[src/rtl/ccd_clkgen_pkg.sv]
package ccd_clkgen_pkg;

  typedef enum logic [2:0] {
    ST_IDLE,
    ST_SETUP,
    ST_GATE,
    ST_HOLD,
    ST_SHIFT
  } lineState_t;

  // Strobes from the sequencer to the clock datapath
  typedef struct packed {
    logic lineGo;    // trigger accepted this tick
    logic active;    // a line is running
    logic gateOn;    // transfer gate window
    logic shifting;  // two-phase clocks toggle
    logic oddHalf;   // second half of a pixel pair
  } seqStrobe_t;

endpackage

[src/rtl/ccd_clkgen_ctrl.sv]
module ccd_clkgen_ctrl
  import ccd_clkgen_pkg::*;
#(
  parameter int CNT_W     = 16,
  parameter int PIX_PAIRS = 2569
) (
  input  logic             clk,
  input  logic             rstN,
  input  logic             lineTrig,
  input  logic             ovrClr,
  input  logic [CNT_W-1:0] cfgSetupHalves,
  input  logic [CNT_W-1:0] cfgGateHalves,
  input  logic [CNT_W-1:0] cfgHoldHalves,
  input  logic             halfEnd,
  output seqStrobe_t       seq,
  output logic             overrun
);

  localparam int LINE_HALVES = 2 * PIX_PAIRS;
  localparam int HALF_W      = $clog2(LINE_HALVES + 1);
  localparam int SEG_W       = (HALF_W > CNT_W) ? HALF_W : CNT_W;

  lineState_t       st;
  logic [SEG_W-1:0] seg;
  logic [SEG_W-1:0] segLim;
  logic [CNT_W-1:0] setupLim, gateLim, holdLim;
  logic             trigPrev;
  logic             trigRise;
  logic             goNow;
  logic             segLast;

  assign trigRise = lineTrig && !trigPrev;
  assign goNow    = trigRise && (st == ST_IDLE);

  always_comb begin
    case (st)
      ST_SETUP: segLim = SEG_W'(setupLim);
      ST_GATE:  segLim = SEG_W'(gateLim);
      ST_HOLD:  segLim = SEG_W'(holdLim);
      ST_SHIFT: segLim = SEG_W'(LINE_HALVES);
      default:  segLim = SEG_W'(1);
    endcase
  end

  assign segLast = (seg == segLim - 1'b1);

  always_ff @(posedge clk) begin
    if (!rstN) begin
      st       <= ST_IDLE;
      seg      <= '0;
      setupLim <= CNT_W'(1);
      gateLim  <= CNT_W'(1);
      holdLim  <= CNT_W'(1);
      trigPrev <= 1'b0;
    end else begin
      trigPrev <= lineTrig;
      if (goNow) begin
        st       <= ST_SETUP;
        seg      <= '0;
        setupLim <= (cfgSetupHalves == '0) ? CNT_W'(1) : cfgSetupHalves;
        gateLim  <= (cfgGateHalves  == '0) ? CNT_W'(1) : cfgGateHalves;
        holdLim  <= (cfgHoldHalves  == '0) ? CNT_W'(1) : cfgHoldHalves;
      end else if (halfEnd && st != ST_IDLE) begin
        if (segLast) begin
          seg <= '0;
          case (st)
            ST_SETUP: st <= ST_GATE;
            ST_GATE:  st <= ST_HOLD;
            ST_HOLD:  st <= ST_SHIFT;
            default:  st <= ST_IDLE;
          endcase
        end else begin
          seg <= seg + 1'b1;
        end
      end
    end
  end

  // Sticky overrun: a busy trigger sets it, and a set beats a clear
  always_ff @(posedge clk) begin
    if (!rstN)                        overrun <= 1'b0;
    else if (trigRise && st != ST_IDLE) overrun <= 1'b1;
    else if (ovrClr)                  overrun <= 1'b0;
  end

  always_comb begin
    seq.lineGo   = goNow;
    seq.active   = (st != ST_IDLE);
    seq.gateOn   = (st == ST_GATE);
    seq.shifting = (st == ST_SHIFT);
    seq.oddHalf  = seg[0];
  end

  a_r10_overrun_sticky: assert property (@(posedge clk) disable iff (!rstN)
    overrun && !ovrClr |=> overrun);

  a_r10_busy_trigger_sets: assert property (@(posedge clk) disable iff (!rstN)
    trigRise && seq.active |=> overrun);

  a_r2_go_enters_setup: assert property (@(posedge clk) disable iff (!rstN)
    seq.lineGo |=> (st == ST_SETUP) && (seg == '0));

  a_r2_seg_in_range: assert property (@(posedge clk) disable iff (!rstN)
    seq.active |-> (seg < segLim));

endmodule

[src/rtl/ccd_clkgen_dp.sv]
module ccd_clkgen_dp
  import ccd_clkgen_pkg::*;
#(
  parameter int CNT_W      = 16,
  parameter int NUM_COLORS = 3
) (
  input  logic                  clk,
  input  logic                  rstN,
  input  seqStrobe_t            seq,
  input  logic [CNT_W-1:0]      cfgHalfTicks,
  input  logic [CNT_W-1:0]      cfgRstTicks,
  input  logic [CNT_W-1:0]      cfgClampTicks,
  output logic                  halfEnd,
  output logic                  phi1,
  output logic                  phi2,
  output logic                  phiLast,
  output logic                  rstGate,
  output logic                  clampOut,
  output logic [NUM_COLORS-1:0] tgOut,
  output logic                  lineActive,
  output logic                  pixStrobe
);

  localparam logic [CNT_W-1:0] MIN_HALF = CNT_W'(4);

  logic [CNT_W-1:0] ph;
  logic [CNT_W-1:0] halfLim, rstLim, clLim;
  logic [CNT_W:0]   clEnd;
  logic             rstNext, clNext, phi1Next;

  assign halfEnd = seq.active && (ph == halfLim - 1'b1);
  assign clEnd   = {1'b0, rstLim} + {1'b0, clLim};

  // Widths captured at line start only
  always_ff @(posedge clk) begin
    if (!rstN) begin
      halfLim <= MIN_HALF;
      rstLim  <= CNT_W'(1);
      clLim   <= CNT_W'(1);
    end else if (seq.lineGo) begin
      halfLim <= (cfgHalfTicks < MIN_HALF) ? MIN_HALF : cfgHalfTicks;
      rstLim  <= (cfgRstTicks   == '0) ? CNT_W'(1) : cfgRstTicks;
      clLim   <= (cfgClampTicks == '0) ? CNT_W'(1) : cfgClampTicks;
    end
  end

  // Tick position within the current half
  always_ff @(posedge clk) begin
    if (!rstN)              ph <= '0;
    else if (seq.lineGo)    ph <= '0;
    else if (halfEnd)       ph <= '0;
    else if (seq.active)    ph <= ph + 1'b1;
  end

  assign rstNext  = seq.active && (ph < rstLim);
  assign clNext   = seq.active && (ph >= rstLim) && ({1'b0, ph} < clEnd);
  assign phi1Next = !(seq.shifting && seq.oddHalf);

  always_ff @(posedge clk) begin
    if (!rstN) begin
      phi1       <= 1'b1;
      phi2       <= 1'b0;
      phiLast    <= 1'b0;
      rstGate    <= 1'b0;
      clampOut   <= 1'b0;
      lineActive <= 1'b0;
      pixStrobe  <= 1'b0;
    end else begin
      phi1       <= phi1Next;
      phi2       <= !phi1Next;
      phiLast    <= phi1Next;
      rstGate    <= rstNext;
      clampOut   <= clNext;
      lineActive <= seq.active;
      pixStrobe  <= seq.shifting && halfEnd;
    end
  end

  for (genvar g = 0; g < NUM_COLORS; g++) begin : g_gate
    logic tgQ;
    always_ff @(posedge clk) begin
      if (!rstN) tgQ <= 1'b0;
      else       tgQ <= seq.gateOn;
    end
    assign tgOut[g] = tgQ;
  end

  // the two phases are complementary from reset onwards
  a_r4_phase_complement: assert property (@(posedge clk) disable iff (!rstN)
    phi1 != phi2);

  // after the first clocked cycle the last stage tracks phi1
  a_r4_last_in_phase: assert property (@(posedge clk) disable iff (!rstN)
    lineActive |-> (phiLast == phi1));

  a_r2_gate_phases_still: assert property (@(posedge clk) disable iff (!rstN)
    tgOut[0] |-> phi1 && !phi2 && $stable(phi1));

  a_r3_gates_equal: assert property (@(posedge clk) disable iff (!rstN)
    tgOut == {NUM_COLORS{tgOut[0]}});

  a_r6_no_overlap: assert property (@(posedge clk) disable iff (!rstN)
    !(rstGate && clampOut));

  a_r6_clamp_follows: assert property (@(posedge clk) disable iff (!rstN)
    $rose(clampOut) |-> $fell(rstGate));

  a_r7_strobe_in_shift: assert property (@(posedge clk) disable iff (!rstN)
    pixStrobe |-> lineActive && !tgOut[0]);

  a_r1_idle_quiet: assert property (@(posedge clk) disable iff (!rstN)
    !lineActive |-> !rstGate && !clampOut && !pixStrobe && !tgOut[0]);

endmodule

[src/rtl/ccd_clkgen.sv]
module ccd_clkgen
  import ccd_clkgen_pkg::*;
#(
  parameter int CNT_W      = 16,
  parameter int PIX_PAIRS  = 2569,
  parameter int NUM_COLORS = 3
) (
  input  logic                  clk,
  input  logic                  rstN,
  input  logic                  lineTrig,
  input  logic                  ovrClr,
  input  logic [CNT_W-1:0]      cfgHalfTicks,
  input  logic [CNT_W-1:0]      cfgRstTicks,
  input  logic [CNT_W-1:0]      cfgClampTicks,
  input  logic [CNT_W-1:0]      cfgSetupHalves,
  input  logic [CNT_W-1:0]      cfgGateHalves,
  input  logic [CNT_W-1:0]      cfgHoldHalves,
  output logic                  phi1,
  output logic                  phi2,
  output logic                  phiLast,
  output logic                  rstGate,
  output logic                  clampOut,
  output logic [NUM_COLORS-1:0] tgOut,
  output logic                  lineActive,
  output logic                  pixStrobe,
  output logic                  overrun
);

  seqStrobe_t seq;
  logic       halfEnd;

  ccd_clkgen_ctrl #(
    .CNT_W     (CNT_W),
    .PIX_PAIRS (PIX_PAIRS)
  ) i_ctrl (
    .clk            (clk),
    .rstN           (rstN),
    .lineTrig       (lineTrig),
    .ovrClr         (ovrClr),
    .cfgSetupHalves (cfgSetupHalves),
    .cfgGateHalves  (cfgGateHalves),
    .cfgHoldHalves  (cfgHoldHalves),
    .halfEnd        (halfEnd),
    .seq            (seq),
    .overrun        (overrun)
  );

  ccd_clkgen_dp #(
    .CNT_W      (CNT_W),
    .NUM_COLORS (NUM_COLORS)
  ) i_dp (
    .clk           (clk),
    .rstN          (rstN),
    .seq           (seq),
    .cfgHalfTicks  (cfgHalfTicks),
    .cfgRstTicks   (cfgRstTicks),
    .cfgClampTicks (cfgClampTicks),
    .halfEnd       (halfEnd),
    .phi1          (phi1),
    .phi2          (phi2),
    .phiLast       (phiLast),
    .rstGate       (rstGate),
    .clampOut      (clampOut),
    .tgOut         (tgOut),
    .lineActive    (lineActive),
    .pixStrobe     (pixStrobe)
  );

endmodule

[config.mk]
export PLATFORM = sky130hd
export DESIGN_NAME = ccd_clkgen
export DESIGN_NICKNAME = d
export VERILOG_FILES = /design/src/rtl/ccd_clkgen_pkg.sv /design/src/rtl/ccd_clkgen_ctrl.sv /design/src/rtl/ccd_clkgen_dp.sv /design/src/rtl/ccd_clkgen.sv
export SDC_FILE = /design/constraint.sdc
export NUM_CORES = 1
export LEC_CHECK = 0
export BUFFER_PORTS_ARGS = -buffer_cell sky130_fd_sc_hd__buf_2
export CORE_MARGIN = 5
export CORE_UTILIZATION = 50
export CTS_BUF_LIST = sky130_fd_sc_hd__clkbuf_4
export DETAILED_ROUTE_END_ITERATION = 12
export HOLD_SLACK_MARGIN = 0.06
export PLACE_DENSITY = 0.78
export SYNTH_ARGS = -nofsm -noshare
export SYNTH_HDL_FRONTEND = slang
export SYNTH_SLANG_ARGS = --single-unit
[constraint.sdc]
create_clock -name clk -period 3.9 [get_ports clk]
set_input_delay 0.78 -clock clk [delete_from_list [all_inputs] [get_ports clk]]
set_output_delay 0.78 -clock clk [all_outputs]
set_load 0.05 [all_outputs]
# Word-level counts from Yosys, hierarchy flattened
# Cells that the tools add are included.
dict set report word_totals {
  register_bits 141
  in_bits 100
  output_inout_bits 11
  wordCells 76
}
dict set report classes {
  n_addsub 5
  n_lt_le_gt_ge 4
  eq_ne 6
  n_mux 14
  bitwise_logic 1
  n_reduce_logical 26
}
# op n
set op_table {}
lappend op_table {{two-way mux 16 bit} 7}
lappend op_table {{zero test 16 bit} 5}
lappend op_table {{one-hot mux 16 bit (4 select lines)} 1}
lappend op_table {{adder 16 x 1 -> 16 bit, second input constant} 2}
lappend op_table {{== test 16 bit} 2}
lappend op_table {{subtractor 16 x 1 -> 16 bit, second input constant} 2}
lappend op_table {{adder 16 x 16 -> 17 bit} 1}
lappend op_table {{less-than comparator 16 x 17 -> 1 bit} 1}
lappend op_table {{greater-or-equal comparator 16 bit} 1}
lappend op_table {{less-than comparator 16 bit} 1}
lappend op_table {{less-than comparator 16 x 3 -> 1 bit, second input constant} 1}
lappend op_table {{logical AND 1 bit} 10}
lappend op_table {{one-hot mux 3 bit (3 select lines)} 1}
lappend op_table {{== test 3 x 2 -> 1 bit, second input constant} 2}
lappend op_table {{nonzero test 2 bit} 3}
lappend op_table {{two-way mux 1 bit} 5}
lappend op_table {{AND reduction 2 bit} 2}
lappend op_table {{== test 3 x 1 -> 1 bit, second input constant} 1}
lappend op_table {{== test 3 bit, second input constant} 1}
lappend op_table {{zero test 3 bit} 1}
lappend op_table {{nonzero test 3 bit} 1}
lappend op_table {{OR reduction 3 bit} 1}
lappend op_table {{zero test 1 bit} 2}
lappend op_table {{OR reduction 2 bit} 1}
lappend op_table {{inverter 1 bit} 1}

# Longest topological paths before layout
dict set report logic_depth {
  ltp_word 7
  depth_mapped 22
  ltp_nobuf 22
}

# Modules after synthesis
# Synthesis repeated with hierarchy kept, for this count alone.
dict set report unflattened {
  hier_cells 1023
  area_unflattened_um2 8800.9
}
# module n_inst cells_each area_each_um2 seq_area_each_um2
set modules_own_cells {}
lappend modules_own_cells {ccd_clkgen_dp 1 555 4991.0 1441.4}
lappend modules_own_cells {ccd_clkgen_ctrl 1 468 3809.9 1381.3}

# Worst setup path before layout
# Ideal clock, no wire load.
dict set report synth_timing {
  path_kind {register to register}
  start {register i_dp.rstLim[0]}
  end {register i_dp.clampOut}
  setup_time_ns 0.074
  arrival_ns 3.311
  required_ns 3.826
  path_slack_ns 0.515
  path_stages_with_launch 20
  n_path_buf 0
  synth_period_minus_slack_ns 3.385
  path_cell_list {dfxtp_1 -> ha_1 -> inv_1 -> fa_1 -> nor2b_1 -> o21ai_0 -> a21oi_1 -> o21ai_0 -> a21boi_0 -> o2111ai_1 -> a31oi_1 -> xnor2_1 -> ha_1 -> and4_1 -> a31oi_1 -> nand2_1 -> a21o_1 -> a21oi_1 -> o41ai_1 -> a31oi_1}
}
dict set report synth_between {
  elab_chain_len 3
  word_cells_on_any_way 5
  classes_between {1 x add/sub; 2 x order compare; 2 x reduce/logical}
}
# element line
set synth_rtl {}
lappend synth_rtl {{from (decl)} ccd_clkgen_dp.sv:27} ;# logic [CNT_W-1:0] halfLim, rstLim, clLim;
lappend synth_rtl {{from (signal assigned)} ccd_clkgen_dp.sv:42} ;# rstLim <= (cfgRstTicks == '0) ? CNT_W'(1) : cfgRstTicks;
lappend synth_rtl {{adder 16 x 16 -> 17 bit / greater-or-equal comparator 16 bit (equally long branches)} {ccd_clkgen_dp.sv:32, ccd_clkgen_dp.sv:56}}
lappend synth_rtl {{less-than comparator 16 x 17 -> 1 bit / logical AND 1 bit (equally long branches)} ccd_clkgen_dp.sv:56} ;# assign clNext = seq.active && (ph >= rstLim) && ({1'b0, ph} < clEnd);
lappend synth_rtl {{logical AND 1 bit (*)} ccd_clkgen_dp.sv:56}
lappend synth_rtl {{to (signal assigned)} ccd_clkgen_dp.sv:73} ;# clampOut <= clNext;
lappend synth_rtl {{to (decl)} ccd_clkgen_dp.sv:18} ;# output logic clampOut,
# Every way passes the cells marked *; elsewhere a longest branch is shown, timed or not.
# A chain may end at the register's enable or synchronous reset.

# Final worst setup path
dict set report layout_timing {
  start {register i_ctrl.st[1]}
  end {register i_ctrl.seg[2]}
}
dict set report layout_between {
  elab_chain_len 5
  word_cells_on_any_way 14
  classes_between {1 x add/sub; 5 x eq/ne; 2 x mux; 6 x reduce/logical}
}
# element line
set layout_rtl {}
lappend layout_rtl {{from (decl)} ccd_clkgen_ctrl.sv:23} ;# lineState_t st;
lappend layout_rtl {{from (signal assigned)} ccd_clkgen_ctrl.sv:49} ;# st <= ST_IDLE;
lappend layout_rtl {{from (signal assigned)} ccd_clkgen_ctrl.sv:58} ;# st <= ST_SETUP;
lappend layout_rtl {{from (signal assigned)} ccd_clkgen_ctrl.sv:67} ;# ST_SETUP: st <= ST_GATE;
lappend layout_rtl {{== test 3 bit (tied with other cells)} ccd_clkgen_ctrl.sv:36} ;# case (st)
lappend layout_rtl {{one-hot mux 16 bit (4 select lines)} ccd_clkgen_ctrl.sv:36}
lappend layout_rtl {{subtractor 16 x 1 -> 16 bit} ccd_clkgen_ctrl.sv:45} ;# assign segLast = (seg == segLim - 1'b1);
lappend layout_rtl {{== test 16 bit} ccd_clkgen_ctrl.sv:45}
lappend layout_rtl {{two-way mux 16 bit} ccd_clkgen_ctrl.sv:64} ;# if (segLast) begin
lappend layout_rtl {{to (signal assigned)} ccd_clkgen_ctrl.sv:73} ;# seg <= seg + 1'b1;
lappend layout_rtl {{to (decl)} ccd_clkgen_ctrl.sv:24} ;# logic [SEG_W-1:0] seg;
# Parallel ways exist; a longest one is shown, timed or not.

==> results.toml <==
[status]
outcome = "finished, final reports clean"

[placement]
preCtsSetupSlack_ps = 147
portBuffers = 110
gp_congestion = 0.957
place_hpwl_um = 16100

[setup_path]
r2r_slack_ps = 210
r2r-end = "i_ctrl.seg[2]$_SDFFE_PP0P_"
worstPathCellList = "mux2i_1 -> o221ai_1 -> or4_4 -> or4_1 -> xnor2_1 -> nand4_1 -> or4b_4 -> o21ai_4 -> a21oi_1"
worstSetupPathType = "flop to flop"
cp_top_family = "simple AND/OR/NAND/NOR gates"
path_buf_inv = 0
critPathCaptureType = "flop"
arrival_ps = 4130
path_max_fanout = 14
reg2reg_depth = 9
crit_path_start_kind = "flop"
cp.required_ps = 4340
slowest_delay_ps = 590
timing.rr.start = "i_ctrl.st[1]$_SDFFE_PP0P_"
critical-path-slowest-cell = "or4_4"

[route]
drt-total-wl_um = 21400
avgViaCountPerCell = 5.89
wl_per_cell_um = 17.2
vias = 7333
drc_errors = 0
drtAntennaViolNets = 0
drtIter0Drc = 461
first_pass_iters = 5

[run]
cap_viol_max_count = 0

[sta]
final-hold-violation-count = 0
finalSetupViolations = 0
skew_ps = 26.8
layout_setup_ws_ps = 206
max_freq_mhz = 271
drv_slew = 0
relSlewSlack_pct = 41.9
min_period_ps = 3690
worst_pin_slew_ps = 867
fin_crit_sh_pct = 94.7

[synth]
netlist_instances = 911
yosysSeqAreaShare_pct = 34.7
syn_nets = 1063
synth_cell_types = 74
synth_edf_count = 0
ys.flop_type = "dfxtp_1"
async_flop_share_pct = 0
ys_warn_count = 0
mappedNetlistArea_um2 = 8130
ys_ff_latch = 141
syn_avg_cell_area_um2 = 8.93

[floorplan]
dieWidth_um = 138
num_rows = 46
ios = 111
die_h_um = 138
start_util_pct = 51.0
core_area_um2 = 15900
die_area_um2 = 18900

[clock_network]
insertion_delay_ps = 570
clk_root_buffer_cell = "clkbuf_4"
cts.sinks = 141
holdBufCountCts = 0
clk_path_buf_depth = 2
path_clk_slew_ps = 130
cts_tree = "built"
htree_levels = 4
numCtsBuffers = 17

[global_routing]
grt_pass1_wl_um = 34200
antenna_found_initial = 0
use_met3_pct = 4.86
busiest_layer = "met2"
grt-ovfl-total = 0
track_usage_pct = 22.8
grt_max_degree = 64
grt_use_met1_pct = 28.8
grt_pass1_vias = 7058
met2_usage_pct = 38.3

[cells_and_area]
final_core_util_pct = 57.7
syn2layout_area_growth_pct = 13.1
diodes = 0
n_fill_cell = 1450
multi_input_area_um2 = 4950
design.final.nets = 1167
drive_gt1_share_pct = 18.7
final-seq-area_um2 = 2830

[min_path]
hold_end = "i_dp.rstLim[5]$_SDFFE_PN0P_"
hold_start = "cfgRstTicks[5]"
hold_path.class = "input port to flop"
hold_depth = 3

[power_and_ir_drop]
p_leak_nw = 3.71
irDropWorstVdd_uv = 245
total_power_mw = 3.10
p_per_area_nw_per_um2 = 337
## kinds of logic (layout without fill, tap and decap cells)
group,after synthesis,in the layout,share of synthesized area [%]
buffers and inverters,90,207,4.74
AO/OA/AOI/OAI,246,246,22.2
multiplexers,18,18,2.26
XOR/XNOR,77,77,8.29
AND/OR/NAND/NOR,287,287,19.7
flip-flops,141,141,34.7
adder cells (fa/ha/maj),52,52,8.09
## state kept, by name (all words and copies together), names as in the netlist, 3 cells and up
register and cells:
i_ctrl.gateLim 16, i_ctrl.holdLim 16, i_ctrl.seg 16, i_ctrl.setupLim 16
i_dp.clLim 16, i_dp.halfLim 16, i_dp.ph 16, i_dp.rstLim 16
i_ctrl.st 3
## how the worst max path moves through the flow
stage                                startpoint                         end  cells after the start
CTS                 i_dp.rstLim[0]$_SDFFE_PN1P_    i_dp.clampOut$_SDFF_PN0_                     19
detailed placement  i_dp.rstLim[0]$_SDFFE_PN1P_    i_dp.clampOut$_SDFF_PN0_                     19
finish                i_ctrl.st[1]$_SDFFE_PP0P_  i_ctrl.seg[2]$_SDFFE_PP0P_                      9
global placement    i_dp.rstLim[0]$_SDFFE_PN1P_    i_dp.clampOut$_SDFF_PN0_                     19
floorplan           i_dp.rstLim[0]$_SDFFE_PN1P_    i_dp.clampOut$_SDFF_PN0_                     19
global route         i_dp.clLim[0]$_SDFFE_PN1P_    i_dp.clampOut$_SDFF_PN0_                     22
## synthesized netlist by cell type (21+ instances only)
library cell | count | area [um2]
nand4_1 | 24 | 150
nand2_1 | 58 | 218
inv_1 | 41 | 154
xnor2_1 | 45 | 394
ha_1 | 51 | 638
a21oi_1 | 42 | 210
nor3_1 | 21 | 105
dfxtp_1 | 141 | 2820
clkbuf_1 | 31 | 116
nor2_1 | 49 | 184
o21ai_0 | 35 | 175
xor2_1 | 32 | 280
nor4_1 | 30 | 188
a22o_1 | 72 | 631
## area by class of cell
cell class	count	area share (%)
clock buffer	18	1.47
clock inverter	14	1.29
inverter	41	1.67
multi-input combinational	680	53.8
sequential	141	30.7
tap	216	2.94
timing repair buffer	134	8.08
## routing by layer
metal,up-vias,share of wire [%]
met1,3454,45
li1,3624,-
met4,0,2.5
met3,36,5.6
met2,219,47
met5,-,0
## worst reg2reg max path: cells and delay by family, from the launching register on
kind / cells / cell delay (ps)
AO/OA/AOI/OAI: 3 / 710
multiplexers: 1 / 250
AND/OR/NAND/NOR: 4 / 1800
flip-flops: 1 / 580
XOR/XNOR: 1 / 240
## report_power, final
group / internal, mW / leakage [nW] / switching [mW]
clock: 0.322 / 0.134 / 0.559
combinational: 0.282 / 2.42 / 0.369
sequential: 1.51 / 1.15 / 0.0578
## placed cells by master, fill, tap and decap left out, drive strengths merged, types with 9 or more instances in the layout
cell type and instances:
a21oi 42, nand4 24, a211oi 11, xnor2 45
inv 44, a21o 13, dfxtp 141, clkbuf 18
xor2 32, a22o 72, nor2b 11, or4 9
buf 134, or3 10, ha 51, nor4 32
nor2 49, o21ai 36, nor3 21, nand3 21
mux2i 15, o21a 9, nand2 58
## metrics by stage
stage                     std cells  TNS, ps  hold WS (ps)  area, um2
after floorplan                 911        0           439       8130
after global placement         1212        0           456       8920
after detailed placement       1212        0           460       8920
after CTS                      1244        0           370       9170
after global routing           1244    -37.7           370       9200
final                          1244        0           420       9200
## what timing repair did
action,4_1_cts,5_1_grt
setup buffers,0,0
hold endpoints to repair,0,0
resized for setup,0,10
endpoints found under the setup margin,0,18
Note: power is estimated with default switching activity, not from simulation.
